<file path="src/rtl/trace_filt_pkg.sv">
package trace_filt_pkg;

  localparam int WORD_BITS = 32;

  // word index holding a given trace ID
  function automatic int word_of(input int id);
    return id / WORD_BITS;
  endfunction

  // bit position of a trace ID inside its word
  function automatic int bit_of(input int id);
    return id % WORD_BITS;
  endfunction

  // single-bit mask for an ID inside its word
  function automatic logic [WORD_BITS-1:0] id_mask(input int id);
    return WORD_BITS'(1) << bit_of(id);
  endfunction

endpackage

</file>
<file path="src/rtl/tf_map_bank.sv">
module tf_map_bank
  import trace_filt_pkg::*;
#(
  parameter  int ID_W   = 7,
  localparam int IDS    = 1 << ID_W,
  localparam int WORDS  = IDS / WORD_BITS,
  localparam int WIDX_W = $clog2(WORDS)
) (
  input  logic                 clk,
  input  logic                 rst_n,
  input  logic                 word_we,
  input  logic [WIDX_W-1:0]    word_idx,
  input  logic [WORD_BITS-1:0] word_data,
  input  logic                 set_en,
  input  logic [ID_W-1:0]      set_id,
  input  logic                 clr,
  output logic [IDS-1:0]       map
);

  for (genvar w = 0; w < WORDS; w++) begin : g_word
    logic [WORD_BITS-1:0] q;
    logic                 set_here;
    logic                 write_here;

    assign set_here   = set_en && (word_of(32'(set_id)) == w);
    assign write_here = word_we && (word_idx == WIDX_W'(w));

    always_ff @(posedge clk) begin
      if (!rst_n)          q <= '0;
      else if (clr)        q <= '0;
      else if (write_here) q <= word_data;
      else if (set_here)   q <= q | id_mask(32'(set_id));
    end

    assign map[w*WORD_BITS +: WORD_BITS] = q;
  end

endmodule

</file>
<file path="src/rtl/tf_id_lookup.sv">
module tf_id_lookup #(
  parameter  int ID_W = 7,
  localparam int IDS  = 1 << ID_W
) (
  input  logic [IDS-1:0]  map,
  input  logic [ID_W-1:0] id,
  input  logic            bypass,
  output logic            hit
);

  assign hit = bypass | map[id];

endmodule

</file>
<file path="src/rtl/tf_out_stage.sv">
module tf_out_stage #(
  parameter int ID_W   = 7,
  parameter int DATA_W = 32
) (
  input  logic              clk,
  input  logic              rst_n,
  input  logic              load,
  input  logic [ID_W-1:0]   ld_id,
  input  logic [DATA_W-1:0] ld_data,
  output logic              space,
  output logic              o_valid,
  input  logic              o_ready,
  output logic [ID_W-1:0]   o_id,
  output logic [DATA_W-1:0] o_data
);

  assign space = !o_valid || o_ready;

  always_ff @(posedge clk) begin
    if (!rst_n) begin
      o_valid <= 1'b0;
      o_id    <= '0;
      o_data  <= '0;
    end else if (load) begin
      o_valid <= 1'b1;
      o_id    <= ld_id;
      o_data  <= ld_data;
    end else if (o_ready) begin
      o_valid <= 1'b0;
    end
  end

endmodule

</file>
<file path="src/rtl/trace_id_steer.sv">
module trace_id_steer
  import trace_filt_pkg::*;
#(
  parameter  int NUM_SINKS = 2,
  parameter  int ID_W      = 7,
  parameter  int DATA_W    = 32,
  localparam int IDS       = 1 << ID_W,
  localparam int WORDS     = IDS / WORD_BITS,
  localparam int WIDX_W    = $clog2(WORDS),
  localparam int ADDR_W    = $clog2(NUM_SINKS * WORDS)
) (
  input  logic                        clk,
  input  logic                        rst_n,
  input  logic                        reg_wr,
  input  logic                        reg_set,
  input  logic [ADDR_W-1:0]           reg_addr,
  input  logic [WORD_BITS-1:0]        reg_wdata,
  input  logic [ADDR_W-1:0]           reg_rd_addr,
  output logic [WORD_BITS-1:0]        reg_rdata,
  input  logic [NUM_SINKS-1:0]        sink_clr,
  input  logic [NUM_SINKS-1:0]        sink_bypass,
  input  logic                        in_valid,
  output logic                        in_ready,
  input  logic [ID_W-1:0]             in_id,
  input  logic [DATA_W-1:0]           in_data,
  output logic [NUM_SINKS-1:0]        out_valid,
  input  logic [NUM_SINKS-1:0]        out_ready,
  output logic [NUM_SINKS*ID_W-1:0]   out_id,
  output logic [NUM_SINKS*DATA_W-1:0] out_data
);

  localparam int SIDX_W = ADDR_W - WIDX_W;

  logic [SIDX_W-1:0]        wr_sink;
  logic [WIDX_W-1:0]        wr_word;
  logic [NUM_SINKS*IDS-1:0] map_flat;
  logic [NUM_SINKS-1:0]     hit_vec;
  logic [NUM_SINKS-1:0]     space_vec;
  logic [NUM_SINKS-1:0]     load_vec;
  logic                     accept;

  assign wr_sink = reg_addr[ADDR_W-1:WIDX_W];
  assign wr_word = reg_addr[WIDX_W-1:0];

  for (genvar k = 0; k < NUM_SINKS; k++) begin : g_sink
    logic sel;
    assign sel         = reg_wr && (wr_sink == SIDX_W'(k));
    assign load_vec[k] = accept & hit_vec[k];

    tf_map_bank #(.ID_W(ID_W)) u_bank (
      .clk       (clk),
      .rst_n     (rst_n),
      .word_we   (sel & ~reg_set),
      .word_idx  (wr_word),
      .word_data (reg_wdata),
      .set_en    (sel & reg_set),
      .set_id    (reg_wdata[ID_W-1:0]),
      .clr       (sink_clr[k]),
      .map       (map_flat[k*IDS +: IDS])
    );

    tf_id_lookup #(.ID_W(ID_W)) u_look (
      .map    (map_flat[k*IDS +: IDS]),
      .id     (in_id),
      .bypass (sink_bypass[k]),
      .hit    (hit_vec[k])
    );

    tf_out_stage #(.ID_W(ID_W), .DATA_W(DATA_W)) u_out (
      .clk     (clk),
      .rst_n   (rst_n),
      .load    (load_vec[k]),
      .ld_id   (in_id),
      .ld_data (in_data),
      .space   (space_vec[k]),
      .o_valid (out_valid[k]),
      .o_ready (out_ready[k]),
      .o_id    (out_id[k*ID_W +: ID_W]),
      .o_data  (out_data[k*DATA_W +: DATA_W])
    );
  end

  // a beat waits only for sinks that actually take it
  assign in_ready = &(~hit_vec | space_vec);
  assign accept   = in_valid & in_ready;

  always_comb begin
    reg_rdata = '0;
    for (int s = 0; s < NUM_SINKS; s++) begin
      for (int w = 0; w < WORDS; w++) begin
        if (reg_rd_addr == ADDR_W'(s*WORDS + w))
          reg_rdata = map_flat[s*IDS + w*WORD_BITS +: WORD_BITS];
      end
    end
  end

endmodule

</file>
<file path="config.mk">
export PLATFORM = sky130hd
export DESIGN_NAME = trace_id_steer
export DESIGN_NICKNAME = d
export VERILOG_FILES = /design/src/rtl/trace_filt_pkg.sv /design/src/rtl/tf_map_bank.sv /design/src/rtl/tf_id_lookup.sv /design/src/rtl/tf_out_stage.sv /design/src/rtl/trace_id_steer.sv
export SDC_FILE = /design/constraint.sdc
export NUM_CORES = 1
export LEC_CHECK = 0
export BUFFER_PORTS_ARGS = -buffer_cell sky130_fd_sc_hd__buf_2
export CAP_MARGIN = 20
export CORE_ASPECT_RATIO = 0.9
export CORE_UTILIZATION = 42
export CTS_CLUSTER_DIAMETER = 150
export DETAILED_ROUTE_END_ITERATION = 16
export MAX_ROUTING_LAYER = met4
export PLACE_DENSITY = 0.71
export REMOVE_ABC_BUFFERS = 1
export SYNTH_ARGS = -nofsm -noshare
export SYNTH_HDL_FRONTEND = slang
export SYNTH_SLANG_ARGS = --single-unit
</file>
<file path="constraint.sdc">
create_clock -name clk -period 4.22 [get_ports clk]
set_clock_uncertainty 0.15 [all_clocks]
set_input_delay 0.844 -clock clk [delete_from_list [all_inputs] [get_ports clk]]
set_output_delay 0.844 -clock clk [all_outputs]
set_load 0.02 [all_outputs]
</file>
==> results of run 1 <==
[routing by layer]
layer | part of all wire, % | global-route usage [%] | vias to the layer above
met5 | 0 | - | -
met4 | 4.6 | 13.9 | 0
met3 | 12 | 8.36 | 233
met2 | 43 | 49.7 | 1290
met1 | 40 | 42.9 | 8223
li1 | - | - | 7804
[area by class of cell]
type | instances | share of cell area, %
diodes | 2 | 0.0251
well taps | 532 | 3.33
clock buffers | 54 | 5.61
repair buffers | 271 | 8.54
multi-input cells | 1521 | 47.9
clock inverters | 14 | 0.864
flip-flops and latches | 336 | 33.7
inverters | 3 | 0.0564
[placed cells by master (no fill, tap or decap), drive strengths merged, types with 8 or more instances in the layout]
cell type | netlist | final
a21oi | 539 | 539
nand2b | 9 | 9
o21ai | 284 | 284
buf | 40 | 270
and2 | 8 | 8
mux2i | 125 | 125
nand2 | 197 | 197
o21a | 8 | 8
o211ai | 18 | 18
a22oi | 57 | 57
o22ai | 25 | 25
o22a | 8 | 8
mux4 | 62 | 62
a22o | 10 | 10
nand3 | 12 | 12
clkbuf | 152 | 55
nor2b | 17 | 17
dfxtp | 336 | 336
nor2 | 103 | 103
[worst max-delay path by stage]
stage	from	end	cells past startpoint
3_3_place_gp	in_id[0]	in_ready	10
3_5_place_dp	in_id[0]	in_ready	10
6_report	in_id[1]	in_ready	9
4_1_cts	in_id[0]	in_ready	10
5_1_grt	in_id[0]	in_ready	10
2_1_floorplan	sink_clr[0]	g_sink[0].u_bank.g_word[3].q[0]	3
[per-stage QoR]
step	power, mW	area (sq um)	setup WS [ps]	cells
2_1_floorplan	3.81	16200	-276	1860
3_3_place_gp	4.24	18600	-5.35	2662
3_5_place_dp	4.26	18600	41.1	2662
4_1_cts	7.68	19900	18.6	2730
5_1_grt	7.90	20000	36.3	2733
6_report	7.67	20000	135	2733
[cells by family after synthesis]
| logic type | count (synthesis) | share of synthesized area, % |
|---|---|---|
| AO/OA/AOI/OAI | 968 | 30.5 |
| buffers and inverters | 197 | 5.43 |
| flip-flops | 336 | 39.2 |
| multiplexers | 193 | 16.1 |
| AND/OR/NAND/NOR | 360 | 8.74 |
[worst max-delay path, cell delays in order]
cell	delay (ps)
buf_4	210
buf_4	320
mux4_2	550
a22oi_1	210
nand3_1	110
a22o_1	180
o22a_1	280
a21oi_2	190
buf_2	190
[power by group]
group / switching, mW / internal (mW) / leakage [nW]
clock network: 1.41 / 2.04 / 0.636
logic: 0.613 / 0.305 / 3.88
registers: 0.0542 / 3.25 / 2.72
total: 2.07 / 5.59 / 7.24
[flip-flops by register name, summed over array words and instances, names as in the netlist]
name,flops
g_sink.u_bank.g_word.q,256
g_sink.u_out.o_data,64
g_sink.u_out.o_id,14
g_sink.u_out.o_valid,2
[timing repair]
item | 4_1_cts | 5_1_grt
hold endpoints to repair | 0 | 0
gates resized for setup | 0 | 2
endpoints found under the setup margin | 0 | 1
==> impl_metrics.py, run 1 <==
metrics = {
    "power_and_ir_drop": {
        "p_leak_nw": 7.24,
        "ir_drop_mv": 0.308,
        "power_density_nw_per_um2": 384,
    },
    "clocking": {
        "h-tree-depth": 2,
        "cts_inserted_buffers": 38,
        "cts_tree": "yes",
        "clockRootBuffer": "clkbuf_16",
        "postCtsSetupBuffers": 0,
        "clock_sinks": 336,
        "cts_buffer_depth": 3,
        "clk_pin_slew_ps": 60,
        "clock_latency_ps": 560,
        "ctsHoldBuffers": 0,
    },
    "synth": {
        "ys_seq_elements": 336,
        "syn_inst": 2054,
        "synth_area_sq_um": 17100,
        "ys_types": 45,
        "synth-async-reset-ratio_pct": 0,
        "yosysTopAreaCellShare_pct": 39.2,
        "synth_edf_count": 0,
        "seq_area_frac_synth_pct": 39.2,
        "synth_common_cells": "a21oi_1 (539), dfxtp_1 (336), o21ai_0 (284), nand2_1 (197), clkbuf_1 (152)",
        "ys.flop_type": "dfxtp_1",
        "synth_area_leaders": "dfxtp_1 (39%), a21oi_1 (16%), o21ai_0 (8.3%), mux2i_1 (7.3%), mux4_2 (6.8%)",
        "yosysMostFrequentCell": "a21oi_1",
        "yosysTopAreaCell": "dfxtp_1",
        "syn_area_per_cell_sq_um": 8.35,
        "yosys_warnings": 0,
    },
    "sta": {
        "fmax_mhz": 245,
        "worstMarginPinSlew_ps": 971,
        "setup_viol": 0,
        "period_needed_ps": 4080,
        "slew_headroom_pct": 35.2,
        "slew_violations": 0,
        "finalCritPeriodShare_pct": 96.8,
        "timing.hold.ws_ps": 307,
        "hold_viol": 0,
        "rsz0062_at_grt": "false",
        "fin_tns_setup_ps": 0,
    },
    "flow_run": {
        "cap_violations": 0,
    },
    "hold_path": {
        "holdPathEnd": "g_sink[1].u_out.o_id[2]",
        "hold_start": "g_sink[1].u_out.o_id[2]",
        "hp-class": "reg2reg",
        "hold_path_depth": 2,
    },
    "die": {
        "num_rows": 69,
        "die_y_microns": 194,
        "die_area_sq_um": 41600,
        "core-area_sq_um": 39900,
        "floorplan.initialDensity_pct": 43.0,
        "io_pins": 201,
        "chipWidth_microns": 215,
    },
    "setup_path": {
        "worstSetupEndpointType": "output port",
        "r2r_slack_ps": 1210,
        "worst_ep_arrival_time_ps": 3090,
        "path_max_fanout": 20,
        "worstReg2RegEnd": "g_sink[1].u_out.o_data[9]",
        "crit_type": "in2out",
        "cp-start-kind": "input pin",
        "r2r-start": "g_sink[0].u_bank.g_word[1].q[22]",
        "worstRegToRegCells": 9,
        "required_ps": 3230,
    },
    "cells_and_area": {
        "syn2layout_area_growth_pct": 16.5,
        "fillCellCount": 3778,
        "nets": 2259,
        "drive_gt1_share_pct": 19.1,
        "finalCoreUtilization_pct": 50.1,
        "multiInputGateArea_sq_um": 9570,
        "regArea_sq_um": 6730,
    },
    "place": {
        "dpl.hpwl_microns": 47000,
        "gp_congestion": 1.02,
        "port_buffers": 200,
    },
    "drt": {
        "drtIter0Drc": 2603,
        "drt-total-wl_microns": 69400,
        "drc": 0,
        "drt-pass1-iter-count": 6,
        "ant_nets": 0,
        "num_vias": 17550,
        "viasPerCell": 6.42,
        "wl_per_cell_microns": 25.4,
    },
    "global_route": {
        "gr-total-overflow": 0,
        "grt_max_degree": 85,
        "grt_pass1_wl_microns": 104000,
        "antenna_found_initial": 2,
        "grt_pass1_vias": 16329,
        "track_usage_pct": 33.4,
    },
    "run_status": {
        "status": "completed",
    },
}
No activity file was read; power rests on OpenSTA's default activity.
==> inputs of run 2 (changes only) <==
CTS_BUF_LIST = sky130_fd_sc_hd__clkbuf_4 sky130_fd_sc_hd__clkbuf_8   (was not set)
==> impl_metrics.py, run 2 (synthesis results as in run 1) <==
metrics = {
    "power_and_ir_drop": {
        "p_leak_nw": 7.30,
        "ir_drop_mv": 0.281,
        "power_density_nw_per_um2": 375,
    },
    "clocking": {
        "h-tree-depth": 2,
        "postCtsSetupBuffers": 0,
        "clockRootBuffer": "clkbuf_8",
        "cts_inserted_buffers": 56,
        "cts_buffer_depth": 3,
        "clk_pin_slew_ps": 60,
        "clock_latency_ps": 670,
        "cts_tree": "yes",
        "clock_sinks": 336,
    },
    "drt": {
        "drc": 0,
        "drt-pass1-iter-count": 6,
        "wl_per_cell_microns": 25.2,
        "drtIter0Drc": 2647,
        "drt-total-wl_microns": 69800,
        "num_vias": 17653,
        "viasPerCell": 6.37,
        "ant_nets": 0,
    },
    "sta": {
        "setup_viol": 0,
        "fmax_mhz": 243,
        "slew_headroom_pct": 37.3,
        "slew_violations": 0,
        "rsz0062_at_grt": "false",
        "period_needed_ps": 4120,
        "finalCritPeriodShare_pct": 97.5,
        "worstMarginPinSlew_ps": 939,
        "hold_viol": 0,
        "timing.hold.ws_ps": 306,
    },
    "global_route": {
        "met2_usage_pct": 49.3,
        "grt_max_degree": 85,
        "grt_pass1_vias": 16448,
        "use_met3_pct": 8.74,
        "gr-max-usage-layer": "met2",
        "grtUsageMet1_pct": 42.9,
        "grt_pass1_wl_microns": 104000,
        "track_usage_pct": 33.5,
        "antenna_found_initial": 3,
        "gr-total-overflow": 0,
    },
    "cells_and_area": {
        "drive_gt1_share_pct": 20.6,
        "mostFrequentLayoutCells": "a21oi_1 (538), dfxtp_1 (336), o21ai_0 (284)",
        "nets": 2277,
        "fillCellCount": 3787,
        "top_register": "g_sink.u_bank.g_word.q",
        "finalCoreUtilization_pct": 50.1,
        "reg.largest.list": "g_sink.u_bank.g_word.q: 256 flops, g_sink.u_out.o_data: 64 flops, g_sink.u_out.o_id: 14 flops",
        "largest_reg_flops": 256,
        "syn2layout_area_growth_pct": 16.6,
        "final_common_cell": "a21oi_1",
    },
    "setup_path": {
        "r2r_slack_ps": 1190,
        "crit_chain": "buf_4, buf_4, mux4_2, a22oi_1, nand3_1, a22o_1, o22a_1, a21oi_2, buf_2",
        "cp_common_cell": "buf_4",
        "required_ps": 3230,
        "worstRegToRegCells": 9,
        "critPathTopFamily": "compound AO/OA/AOI/OAI gates",
        "crit_type": "in2out",
        "worst-path-buf-inv": 3,
        "cp-start-kind": "input pin",
        "worstReg2RegEnd": "g_sink[1].u_out.o_data[9]",
        "cp_slowest_stage_delay_ps": 550,
        "worstSetupEndpointType": "output port",
        "r2r-start": "g_sink[0].u_bank.g_word[1].q[20]",
        "cpMaxStageDelayCell": "mux4_2",
        "startpoint": "in_id[1]",
        "path_max_fanout": 20,
        "worst_ep_arrival_time_ps": 3120,
    },
    "die": {
        "io_pins": 201,
        "num_rows": 69,
        "die_area_sq_um": 41600,
        "core-area_sq_um": 39900,
        "die_y_microns": 194,
        "chipWidth_microns": 215,
        "floorplan.initialDensity_pct": 43.0,
    },
    "run_status": {
        "status": "completed",
    },
    "place": {
        "gp_congestion": 1.02,
        "dpl.hpwl_microns": 47000,
        "port_buffers": 200,
    },
    "hold_path": {
        "hold_path_depth": 2,
        "hp-class": "reg2reg",
        "hold_start": "g_sink[1].u_out.o_id[2]",
        "holdPathEnd": "g_sink[1].u_out.o_id[2]",
    },
    "flow_run": {
        "cap_violations": 0,
    },
}
-- run 2: cell types whose count changed in the layout (fill, tap and decap cells not counted) --
cell,previous run,this run
clkinv_2,5,12
clkinv_4,1,0
clkinv_8,1,0
clkbuf_16,39,1
clkbuf_4,0,9
bufinv_16,3,2
clkbuf_1,5,0
diode_2,2,4
clkinvlp_4,2,0
inv_6,2,1
clkbuf_8,11,80
-- run 2: power breakdown --
group / total (mW) / switching, mW / internal [mW]
Sequential: 3.30 / 0.0539 / 3.25
Combinational: 0.920 / 0.615 / 0.305
Clock: 3.28 / 1.40 / 1.88
Total: 7.50 / 2.07 / 5.43
-- run 2: worst max path at each step --
stage                     depth (start not counted)  slack (ps)                         endpoint
after global placement                           10          -5                         in_ready
after detailed placement                         10          40                         in_ready
after floorplan                                   3        -280  g_sink[0].u_bank.g_word[3].q[0]
final                                             9         100                         in_ready
after CTS                                        10          20                         in_ready
after global routing                             10          40                         in_ready
-- run 2: per-stage QoR --
| step | TNS [ps] | setup slack, ps | cell area [sq um] | std cells | power [mW] |
|---|---|---|---|---|---|
| 2_1_floorplan | -69140 | -276 | 16200 | 1860 | 3.81 |
| 3_3_place_gp | -5.35 | -5.35 | 18600 | 2662 | 4.24 |
| 3_5_place_dp | 0 | 41.1 | 18600 | 2662 | 4.26 |
| 4_1_cts | 0 | 19.3 | 19900 | 2766 | 7.52 |
| 5_1_grt | 0 | 44.2 | 20000 | 2770 | 7.75 |
| 6_report | 0 | 105 | 20000 | 2771 | 7.50 |
-- run 2: worst register-to-register path, cell delays in order, from the launching register on --
cell and delay [ps]:
dfxtp_1 340, mux4_2 490, a22oi_1 280, nand2_1 130, a22o_1 240, o22a_1 270
buf_4 180, a211oi_4 260, buf_12 310, mux2i_1 280
-- run 2: area by class of cell --
cell class	instances	area (sq um)	share of cell area [%]
inverters	3	11.3	0.0563
diodes	4	10.0	0.0501
repair buffers	271	1710	8.54
clock buffers	89	1170	5.85
multi-input cells	1521	9570	47.9
well taps	532	666	3.33
flip-flops and latches	336	6730	33.7
clock inverters	15	129	0.645
-- run 2: timing repair --
action / CTS / global route
hold buffers: 0 / 0
gates resized for setup: 0 / 2
endpoints found under the setup margin: 0 / 1
-- run 2: metal layers --
| layer | share of wire (%) | vias up |
|---|---|---|
| met5 | 0 | - |
| met4 | 4.6 | 0 |
| met3 | 12 | 237 |
| met2 | 43 | 1311 |
| met1 | 40 | 8253 |
| li1 | - | 7852 |
